**src/rtl/burst_seq2.sv**
```systemverilog
module burst_seq2 #(
  parameter int CNT_W = 2
) (
  input  logic             clk,
  input  logic             rst_n,
  input  logic             load,
  input  logic [CNT_W-1:0] start,
  input  logic             adv_n,
  input  logic             mode,
  output logic [CNT_W-1:0] addr,
  output logic             last
);
  localparam logic [CNT_W-1:0] FINAL = {CNT_W{1'b1}};

  logic [CNT_W-1:0] base_q;
  logic [CNT_W-1:0] beat_q;
  logic             ilv_q;

  always_ff @(posedge clk) begin
    if (!rst_n) begin
      base_q <= '0;
      beat_q <= '0;
      ilv_q  <= 1'b0;
    end else begin
      ilv_q <= mode;
      if (load) begin
        base_q <= start;
        beat_q <= '0;
      end else if (!adv_n) begin
        beat_q <= beat_q + 1'b1;
      end
    end
  end

  assign addr = ilv_q ? (base_q ^ beat_q) : (base_q + beat_q);
  assign last = (beat_q == FINAL);
endmodule


```
**config.mk**
```make
export PLATFORM = sky130hd
export DESIGN_NAME = burst_seq2
export DESIGN_NICKNAME = d
export VERILOG_FILES = /design/src/rtl/burst_seq2.sv
export SDC_FILE = /design/constraint.sdc
export NUM_CORES = 1
export LEC_CHECK = 0
export BUFFER_PORTS_ARGS = -buffer_cell sky130_fd_sc_hd__buf_2
export CORE_AREA = 2 2 39 41
export CTS_CLUSTER_SIZE = 20
export DETAILED_ROUTE_END_ITERATION = 16
export DIE_AREA = 0 0 41 43
export PLACE_DENSITY = 0.33
export SYNTH_ARGS = -nofsm -noshare
export SYNTH_HDL_FRONTEND = slang
export SYNTH_SLANG_ARGS = --single-unit
```
**constraint.sdc**
```tcl
create_clock -name clk -period 2 [get_ports clk]
set_clock_uncertainty 0.2 [all_clocks]
set_input_delay 0.1 -clock clk [delete_from_list [all_inputs] [get_ports clk]]
set_output_delay 0.1 -clock clk [all_outputs]
set_load 0.01 [all_outputs]
```
Word-level counts from Yosys, hierarchy flattened. Index checks and enable logic that the tools add are counted.

Flip-flop bits (word level): 5. Latch bits: 0. RAM bits: 0. Memory bits (read-only): 0. Logic and storage cells: 10. Memories kept: 0.

Add/subtract/negate cells: 2. Multiply operators: 0. Div/mod/pow operators: 0. Order comparisons: 0. Equality and inequality tests: 1. Shift operators: 0. Muxes and demuxes: 1. Bitwise gates (word level): 2. Reductions and logical operators: 1.

Operators by type and width (number): adder 2 x 1 -> 2 bit (second input constant) (1); adder 2 bit (1); == test 2 bit (second input constant) (1); 2-to-1 mux 2 bit (1); OR reduction 2 bit (1); bitwise XOR 2 bit (1); inverter 1 bit (1).

Depth between registers and ports, before layout. Gate-level depths: netlist of run 1.

Depth after elaboration: 2. Depth in mapped cells: 3. Mapped depth without buffers: 3.

Least setup slack after synthesis of run 1. OpenSTA, ideal clock, no wires.

Path kind: register to output. Start: reg beat_q[0]. End: out addr[1]. Data arrival time: 0.833 ns. Slack: 0.867 ns. Stages on the path, launching flop included: 4. Path buffers: 0. Cells stage by stage: dfxtp_1 ha_1 nor2b_1 xnor2_1.

Longest elaborated chain between the ends: 2.

Ends and longest elaborated chain: start, declared (line 16) `logic [CNT_W-1:0] beat_q;`; start signal, assigned (line 30) `beat_q <= beat_q + 1'b1;`; adder 2 bit (line 35) `assign addr = ilv_q ? (base_q ^ beat_q) : (base_q + beat_q);`; 2-to-1 mux 2 bit (line 35); end, declared (line 10) `output logic [CNT_W-1:0] addr,`.

Every way passes these cells.

==> results of run 1 <==
per-stage QoR:
step | std cells | instance area (um2) | total power [mW] | worst slack (ps) | hold WS (ps)
4_1_cts | 58 | 402 | 0.273 | 394 | 361
6_report | 58 | 402 | 0.267 | 386 | 351
5_1_grt | 58 | 402 | 0.286 | 331 | 381
2_1_floorplan | 20 | 220 | 0.125 | 867 | 21.7
3_5_place_dp | 45 | 285 | 0.138 | 763 | 118
3_3_place_gp | 45 | 285 | 0.137 | 779 | 113
synthesized netlist by cell type:
library cell  count  share of area, %
dfxtp_1           5                45
mux2i_1           3                14
nor2b_1           3               8.5
ha_1              2                11
nor2_1            2               3.4
xnor2_1           2               8.0
and2_1            1               2.8
nand2b_1          1               2.8
xor2_1            1               4.0
power breakdown:
group | internal, mW | total, mW | switching (mW)
registers | 0.105 | 0.108 | 0.00312
clock network | 0.0754 | 0.117 | 0.0414
logic | 0.0276 | 0.0415 | 0.0139
cells by family (layout without fill, tap and decap cells):
kind of cell,after synthesis,after routing
AND/OR/NAND/NOR,7,7
flip-flops,5,5
XOR/XNOR,3,3
multiplexers,3,3
adder cells (fa/ha/maj),2,2
buffers and inverters,0,22
state kept, by name, summed over array words and instances (netlist names):
| register | cells |
|---|---|
| beat_q | 2 |
| ilv_q | 1 |
| base_q | 2 |
area by class of cell:
| class | instances | area, um2 | area share (%) |
|---|---|---|---|
| tap | 16 | 20.0 | 4.98 |
| sequential | 5 | 100 | 24.9 |
| timing repair buffer | 18 | 135 | 33.6 |
| clock buffer | 4 | 26.3 | 6.54 |
| multi-input combinational | 15 | 120 | 29.9 |
worst min-delay path, delay by kind of cell (launching register included):
family        cells  cell delay, ps
simple gates      1              50
flops             1             330
mux               1             130
how the worst max path moves through the flow:
stage	from	cells after the start	end	slack, ps
2_1_floorplan	beat_q[0]	3	addr[1]	870
3_3_place_gp	beat_q[0]	4	addr[1]	780
3_5_place_dp	beat_q[0]	4	addr[1]	760
4_1_cts	load	5	base_q[1]	390
5_1_grt	load	5	base_q[1]	330
6_report	load	5	base_q[1]	390
repair_timing:
item                                   4_1_cts  5_1_grt
setup endpoints to repair                    0        0
endpoints found under the hold margin        5        0
hold buffers                                 9        0
routing by layer:
layer	track usage [%]	vias to the layer above	wire (um)
li1	-	109	-
met1	7.74	98	163
met2	9.38	9	220
met3	6.28	2	40
met4	8.00	0	10
met5	0	-	0
==> summary.md, run 1 <==
| Metric | Value |
|---|---|
| Worst reg-to-reg path cell count | `3` |
| Kind of end point of the critical path | `flop` |
| Hold path depth | `2` |
| Syn Nets | `29` |
| Die area | `about 0.0018 mm2` |
| Crit path buf inv count | `3` |
| Final hold vios | `0` |
| Rows | `14` |
| Synth Area in XOR/XNOR | `a little under an eighth` |
| CTS tree | `built` |
| FF-to-FF Start | `beat_q[0]` |
| Worst-Skew Late Latency | `between 200 and 250 ps` |
| Grt total ovfl | `0` |
| Peak VDD IR | `0.451 mV` |
| CTS Buf Count | `3` |
| Synth Area in Compound Gates | `0%` |
| Largest family of logic cells by synthesized area | `simple AND/OR/NAND/NOR gates` |
| Setup total negative slack | `0 ps` |
| WHS Endpoint | `beat_q[1]` |
| Nets@finish | `52` |
| Global-route wire length before repair | `approximately 810 um` |
| I/O pin count | `10` |
| RSZ-0062 raised after global routing | `no` |
| CP Class | `input pin to flop` |
| Worst slew pin tran | `around 170 ps` |
| Pwr dens | `between 600 and 700 mW/mm2` |
| Routed Antenna Nets | `0` |
| Vias in the first global route | `218` |
| Initial DRC count | `6` |
| Synth-to-Final Area Change | `82.4%` |
| Vias/cell | `3.76` |
| Leakage | `slightly below 0.2 nW` |
| Detailed-route wire length | `between 400 and 500 um` |
| Drt first pass iters | `2` |
| Resized cells post-CTS | `0` |
| Antenna Cells | `0` |
| HP Class | `flop to flop` |
| Fin util | `around 29%` |
| Worst Setup Start Kind | `input pin` |
| Share of cells above drive strength 1 | `around 29%` |
| Reg-to-Reg End | `beat_q[0]` |
| GRT Util Overall | `approximately 8%` |
| Req. time, crit path | `between 1500 and 2000 ps` |
| Residual DRC | `0` |
| CP most frequent cell | `dlygate4sd3_1` |
| Cell area after synthesis | `around 220 um2` |
| Die Width | `about 41 um` |
| Part of the Yosys area used for sequential elements | `45.5%` |
| CP Data Arrival Time | `1540 ps` |
| Reg2reg setup slack | `between 500 and 600 ps` |
| Starting Density | `15.9%` |
| Initial antenna violation count | `0` |
| Yosys reg bits | `5` |
| Fmax | `about 620 MHz` |
| Adder-Cell Fraction of Synth Area | `between 10% and 20%` |
| Clock tree buffer depth | `2` |
| Pin count of the biggest net entering global routing | `5` |
| Post-CTS setup buffers | `0` |
| Pins Over Slew Limit | `0` |
| Clock period minus worst slack | `1610 ps` |
| Hold wc startpoint | `beat_q[1]` |
| CP delay by family, top | `buffers and inverters` |
| Outcome | `finished clean` |
| Die height | `approximately 43 um` |
| Post-synthesis mux area share | `between 10% and 20%` |
| Port Buffer Count | `9` |
| CORE AREA | `0.00138 mm2` |
| Final worst path period share | `approximately four fifths` |
| Avg Cell Area, Syn | `roughly 11 um2` |
| Final Setup Violations | `0` |
| Filler Cell Count | `~150` |
| Routed via count | `218` |
| Ys Warns | `0` |
| CP Cell Sequence | `dlygate4sd3_1 -> buf_2 -> mux2i_1 -> nor2b_1 -> dlygate4sd3_1` |
| Simple-Gate Fraction of Synth Area | `about 18%` |
| Critical Path Fanout Max | `3` |
| Most frequent cells in the layout | `dlygate4sd3_1 (9), buf_2 (9), dfxtp_1 (5)` |
| Root Buffer | `clkbuf_4` |
| Syn Inst Count | `20` |
| Worst rel slew slack | `roughly nine tenths` |
| Distinct cells, synth | `9` |
| Clock-pin slew on the worst setup and hold paths | `40 ps` |
| Htree depth | `1` |
| GP Congestion | `between 0.6 and 0.7` |
| Maxcap violations | `0` |
| Worst path max stage delay | `540 ps` |
| Worst path slowest cell | `dlygate4sd3_1` |
| Clock tree sinks | `5` |
| WL/cell | `roughly 7.5 um` |
Power figures use the tool's default switching activity.
==> run 2: changes to the inputs <==
Settings changed: ABC_AREA from default to 1, PLACE_DENSITY 0.33 to 0.35.
Clock period 2 ns to 1.67 ns, I/O delays scaled along.
==> run 2 against run 1 <==
Routed wire length is 26% higher. Area after synthesis grew 13%. Flip-flop and latch count stayed put. Largest cell class unchanged.
==> summary.md, run 2 <==
| Metric | Value |
|---|---|
| Leading area contributor after synthesis | `dfxtp_1` |
| Placed insts | `61` |
| Routed via count | `~280` |
| Top Registers | `base_q: 2 flops, beat_q: 2 flops, ilv_q: 1 flops` |
| Clock tree sinks | `5` |
| Rows | `14` |
| Worst-Skew Late Latency | `around 240 ps` |
| Critical Path Fanout Max | `3` |
| Clock-pin slew on the worst setup and hold paths | `roughly 40 ps` |
| Yosys reg bits | `5` |
| Detailed-route wire length | `547 um` |
| Peak VDD IR | `between 0.2 and 0.3 mV` |
| Routed Antenna Nets | `0` |
| Hold_ws | `around 310 ps` |
| Syn Nets | `45` |
| Post-synth top area share | `about two fifths` |
| Worst rel slew slack | `about 92%` |
| Cell area after synthesis | `~250 um2` |
| Leakage | `between 0.2 and 0.25 nW` |
| Req. time, crit path | `between 1500 and 2000 ps` |
| Ys async rst share | `0%` |
| Vias/cell | `about 3.7` |
| Maxcap violations | `0` |
| CTS tree | `built` |
| Reg-to-Reg End | `beat_q[1]` |
| Final Worst Setup Slack | `~65 ps` |
| Clock tree buffer depth | `2` |
| HP Class | `flop to flop` |
| Die height | `between 40 and 50 um` |
| I/O pin count | `10` |
| Most common cell in the synthesized netlist | `nand2_1` |
| Htree depth | `1` |
| Synth area leaders | `dfxtp_1 (40%), nand2_1 (15%), ha_1 (10%)` |
| Worst path slowest cell | `dlygate4sd3_1` |
| CP delay by family, top | `buffers and inverters` |
| EDFF count, synth | `0` |
| Die Width | `around 41 um` |
| Reg2reg setup slack | `~65 ps` |
| Part of the Yosys area used for sequential elements | `around 40%` |
| Ys Warns | `0` |
| Initial DRC count | `0` |
| Final hold vios | `0` |
| Post-CTS setup buffers | `0` |
| Hold wc startpoint | `base_q[0]` |
| GRT Util Overall | `under 10%` |
| FF-to-FF Start | `beat_q[0]` |
| GP Congestion | `about 0.63` |
| Crit path buf inv count | `1` |
| Drt first pass iters | `1` |
| Total Power | `about 0.33 mW` |
| Pwr dens | `between 700 and 800 mW/mm2` |
| Global-route wire length before repair | `roughly 1.0 mm` |
| WHS Endpoint | `base_q[0]` |
| Share of cells above drive strength 1 | `between 20% and 30%` |
| Distinct cells, synth | `11` |
| Avg Cell Area, Syn | `about 6.9 um2` |
| Worst path max stage delay | `550 ps` |
| Residual DRC | `0` |
| Fmax | `roughly 620 MHz` |
| Final worst path period share | `between 90% and 100%` |
| Worst reg-to-reg path cell count | `4` |
| Grt total ovfl | `0` |
| CTS Buf Count | `3` |
| CP Class | `flop to flop` |
| Hold path depth | `2` |
| Final Setup Violations | `0` |
| Clock period minus worst slack | `1600 ps` |
| Port Buffer Count | `9` |
| Worst slew pin tran | `about 120 ps` |
| Pins Over Slew Limit | `0` |
| Most common cell after layout, fill and taps aside | `dlygate4sd3_1` |
| Pin count of the biggest net entering global routing | `6` |
| Synth cell count leaders | `nand2_1 (10), inv_1 (6), dfxtp_1 (5)` |
| Antenna Cells | `0` |
| Post-synth top flop | `dfxtp_1` |
| Final cell count without fillers | `76` |
| Most frequent cells in the layout | `dlygate4sd3_1 (11), nand2_1 (10), buf_2 (9), inv_1 (6)` |
| Setup total negative slack | `0 ps` |
| Initial antenna violation count | `0` |
| CP Data Arrival Time | `about 1500 ps` |
| CP Cell Sequence | `ha_1 -> nand2_1 -> a21oi_1 -> dlygate4sd3_1` |
| RSZ-0062 raised after global routing | `no` |
| HPWL after DPL | `between 300 and 400 um` |
| Kind of end point of the critical path | `flop` |
| Syn Inst Count | `36` |
| Starting Density | `between 10% and 20%` |
| Nets@finish | `70` |
| Vias in the first global route | `approximately 280` |
| Synth-to-Final Area Change | `81.9%` |
| Root Buffer | `clkbuf_4` |
| WL/cell | `roughly 7.2 um` |
| Outcome | `finished clean` |
| Worst Setup Start Kind | `flop` |
| Pre-CTS setup slack | `roughly 420 ps` |
| CORE AREA | `between 0.001 and 0.0015 mm2` |
| Die area | `around 0.0018 mm2` |
## run 2: cell types whose count changed after synthesis, moves of 2 or more
cell / before / now
nor2b_1: 3 / 0
nand2_1: 0 / 10
mux2i_1: 3 / 0
inv_1: 0 / 6
o21ai_1: 0 / 2
xnor2_1: 2 / 0
a21oi_1: 0 / 2
inv_2: 0 / 2
nand3_1: 0 / 2
## run 2: cell type report
class	count	area [um2]
Multi-Input combinational cell	23	119
Sequential cell	5	103
Clock buffer	4	26.3
Tap cell	16	20.0
Timing Repair Buffer	20	155
Fill cell	150	931
Inverter	8	30.0
## run 2: kinds of logic (layout without fill, tap and decap cells)
| family | Yosys count | count (layout) | share of synthesized area, % |
|---|---|---|---|
| simple gates | 16 | 16 | 26.1 |
| buf+inv | 8 | 32 | 12.1 |
| flops | 5 | 5 | 40.2 |
| compound gates | 4 | 4 | 8.04 |
| fa+ha+maj | 2 | 2 | 10.0 |
| xor+xnor | 1 | 1 | 3.52 |
## run 2: worst max-delay path by stage
stage                     startpoint        end  cells past startpoint
after floorplan            beat_q[0]    addr[1]                      6
after global placement     beat_q[0]    addr[1]                      7
after detailed placement   beat_q[0]    addr[1]                      7
after CTS                  beat_q[1]  beat_q[1]                      4
after global routing       beat_q[0]  beat_q[1]                      4
final                      beat_q[0]  beat_q[1]                      4
## run 2: worst min-delay path, delay by kind of cell (launching register included)
kind,cells,cell delay [ps]
simple gates,1,70
compound gates,1,70
flops,1,330
## run 2: metal layers
metal	GRT usage [%]	wire length, um	vias up
li1	-	-	155
met1	9.97	258	119
met5	0	0	-
met2	12.2	251	6
met3	3.14	29	2
met4	8.00	8	0
## run 2: repair_timing
item / in CTS / in global routing
endpoints found under the hold margin: 5 / 0
setup endpoints to repair: 0 / 1
gates resized for setup: 0 / 2
hold buffers: 11 / 0
## run 2: metrics by stage
stage                     instance area, um2  util (%)
after global placement                   314      22.7
after floorplan                          249         -
after CTS                                450      32.5
after detailed placement                 314      22.7
after global routing                     453      32.7
final                                    453      32.7
## run 2: where the power goes
part	internal, mW	leakage, nW	switching [mW]
clock	0.0903	0.0150	0.0489
sequential	0.127	0.0422	0.00494
combinational	0.0333	0.179	0.0222
total	0.250	0.236	0.0760
==> run 3: changes to the inputs <==
Settings changed: PLACE_DENSITY 0.35 to 0.48.
==> run 3 against run 2 <==
Count of clock-buffer cells in the layout is the same. Hold slack got worse by 6.7 ps. Global-route usage decreased by 0.41 points. Register-to-register slack gained 20 ps. Die area is the same. Critical path type unchanged. Highest routed layer unchanged.
==> summary.md, run 3 (synthesis results as in run 2) <==
| Metric | Value |
|---|---|
| Final hold vios | `0` |
| Antenna Cells | `0` |
| Most frequent cells in the layout | `nand2_1 (10), dlygate4sd3_1 (9), buf_2 (9), inv_1 (6)` |
| Initial antenna violation count | `0` |
| HP Class | `flop to flop` |
| RSZ-0062 raised after global routing | `no` |
| Routed via count | `between 200 and 300` |
| Initial DRC count | `2` |
| Switching share of power | `about a quarter` |
| Final Setup Violations | `0` |
| Die height | `~43 um` |
| Outcome | `finished clean` |
| Share of cells above drive strength 1 | `29.3%` |
| Peak VDD IR | `roughly 0.37 mV` |
| Die area | `approximately 0.0018 mm2` |
| CP Class | `flop to flop` |
| Kind of end point of the critical path | `flop` |
| Critical Path Fanout Max | `3` |
| Most common cell after layout, fill and taps aside | `nand2_1` |
| Starting Density | `around 18%` |
| Htree depth | `1` |
| Routed Antenna Nets | `0` |
| Pwr dens | `~760 mW/mm2` |
| Maxcap violations | `0` |
| Detailed-route wire length | `roughly 540 um` |
| Clock tree sinks | `5` |
| Net Switching | `0.0801 mW` |
| I/O pin count | `10` |
| Root Buffer | `clkbuf_4` |
| Vias/cell | `roughly 3.7` |
| Power share of the sequential group | `40.1%` |
| Clk network pwr share | `a little over two fifths` |
| Pins Over Slew Limit | `0` |
| Residual DRC | `0` |
| Fmax | `roughly 630 MHz` |
| CORE AREA | `approximately 0.0014 mm2` |
| Setup total negative slack | `0 ps` |
| HPWL after DPL | `390 um` |
| Clock-pin slew on the worst setup and hold paths | `50 ps` |
| CTS tree | `built` |
| Clock tree buffer depth | `2` |
| Global-route wire length before repair | `~900 um` |
| Worst rel slew slack | `approximately 92%` |
| Worst slew pin tran | `between 100 and 150 ps` |
| Port Buffer Count | `9` |
| Vias in the first global route | `around 240` |
| Clock period minus worst slack | `between 1500 and 2000 ps` |
| Leakage | `roughly 0.23 nW` |
| Placed insts | `61` |
| Comb power frac | `~16%` |
| Synth-to-Final Area Change | `73.9%` |
| GP Congestion | `0.654` |
| Rows | `14` |
| Pin count of the biggest net entering global routing | `6` |
| WL/cell | `7.32 um` |
| Internal power | `between 0.2 and 0.25 mW` |
| CTS Buf Count | `3` |
| Post-CTS setup buffers | `0` |
| Die Width | `about 40 um` |
| GRT Util Overall | `8.43%` |
| Worst Setup Start Kind | `flop` |
| Req. time, crit path | `between 1500 and 2000 ps` |
| Final worst path period share | `between 90 and 100%` |
| CP Data Arrival Time | `1520 ps` |
| Final cell count without fillers | `between 70 and 80` |
| Top Registers | `base_q: 2 flops, beat_q: 2 flops, ilv_q: 1 flops` |
| Drt first pass iters | `3` |
| Nets@finish | `68` |
| Worst-Skew Late Latency | `240 ps` |
| Grt total ovfl | `0` |
==> run 3: changes by cell type in the layout (fill, tap and decap cells not counted), sizes merged <==
cell and change:
dlygate4sd3 -2
==> run 3: per-stage QoR <==
step	setup WS (ps)	total power, mW	utilization (%)	instance area, um2	hold WS (ps)
3_3_place_gp	438	0.170	22.7	314	72.2
3_5_place_dp	427	0.171	22.7	314	73.8
2_1_floorplan	610	0.154	-	249	-23.0
6_report	82.2	0.328	31.3	433	303
5_1_grt	16.4	0.348	31.3	433	350
4_1_cts	21.6	0.332	31.1	430	307
==> run 3: layout make-up <==
class                      count  area (um2)
inverter                       8        30.0
timing repair buffer          18         135
fill                         149         951
tap                           16        20.0
multi-input combinational     23         119
clock buffer                   4        26.3
sequential                     5         103
==> run 3: worst max-delay path, cell delays in order (launching register included) <==
cell and delay [ps]:
dfxtp_2 330, ha_1 280, nand2_1 70, a21oi_1 50, dlygate4sd3_1 540
==> run 3: metal layers <==
layer / global-route usage [%] / vias to the layer above / routed length [um]
met5: 0 / - / 0
li1: - / 154 / -
met2: 10.3 / 4 / 271
met3: 3.14 / 2 / 18
met1: 9.62 / 114 / 243
met4: 10.0 / 0 / 8
==> run 3: worst paths after layout <==
check                           cells after the start  slack, ps       from   endpoint
worst min register to register                      2        300  base_q[0]  base_q[0]
worst min-delay path                                2        300  base_q[0]  base_q[0]
worst max-delay path                                4         80  beat_q[0]  beat_q[1]
worst max register to register                      4         80  beat_q[0]  beat_q[1]
==> run 3: timing repair <==
item,in CTS,in global routing
endpoints found under the setup margin,0,1
hold endpoints to repair,5,0
gates resized for setup,0,2
hold buffers,9,0
==> run 3: power by group through the flow <==
| stage | clock network (mW) | registers [mW] | logic [mW] |
|---|---|---|---|
| global placement | 0 | 0.133 | 0.0371 |
| floorplan | 0 | 0.132 | 0.0220 |
| finish | 0.144 | 0.131 | 0.0521 |
| global route | 0.155 | 0.132 | 0.0608 |
| CTS | 0.148 | 0.131 | 0.0527 |
| detailed placement | 0 | 0.133 | 0.0374 |
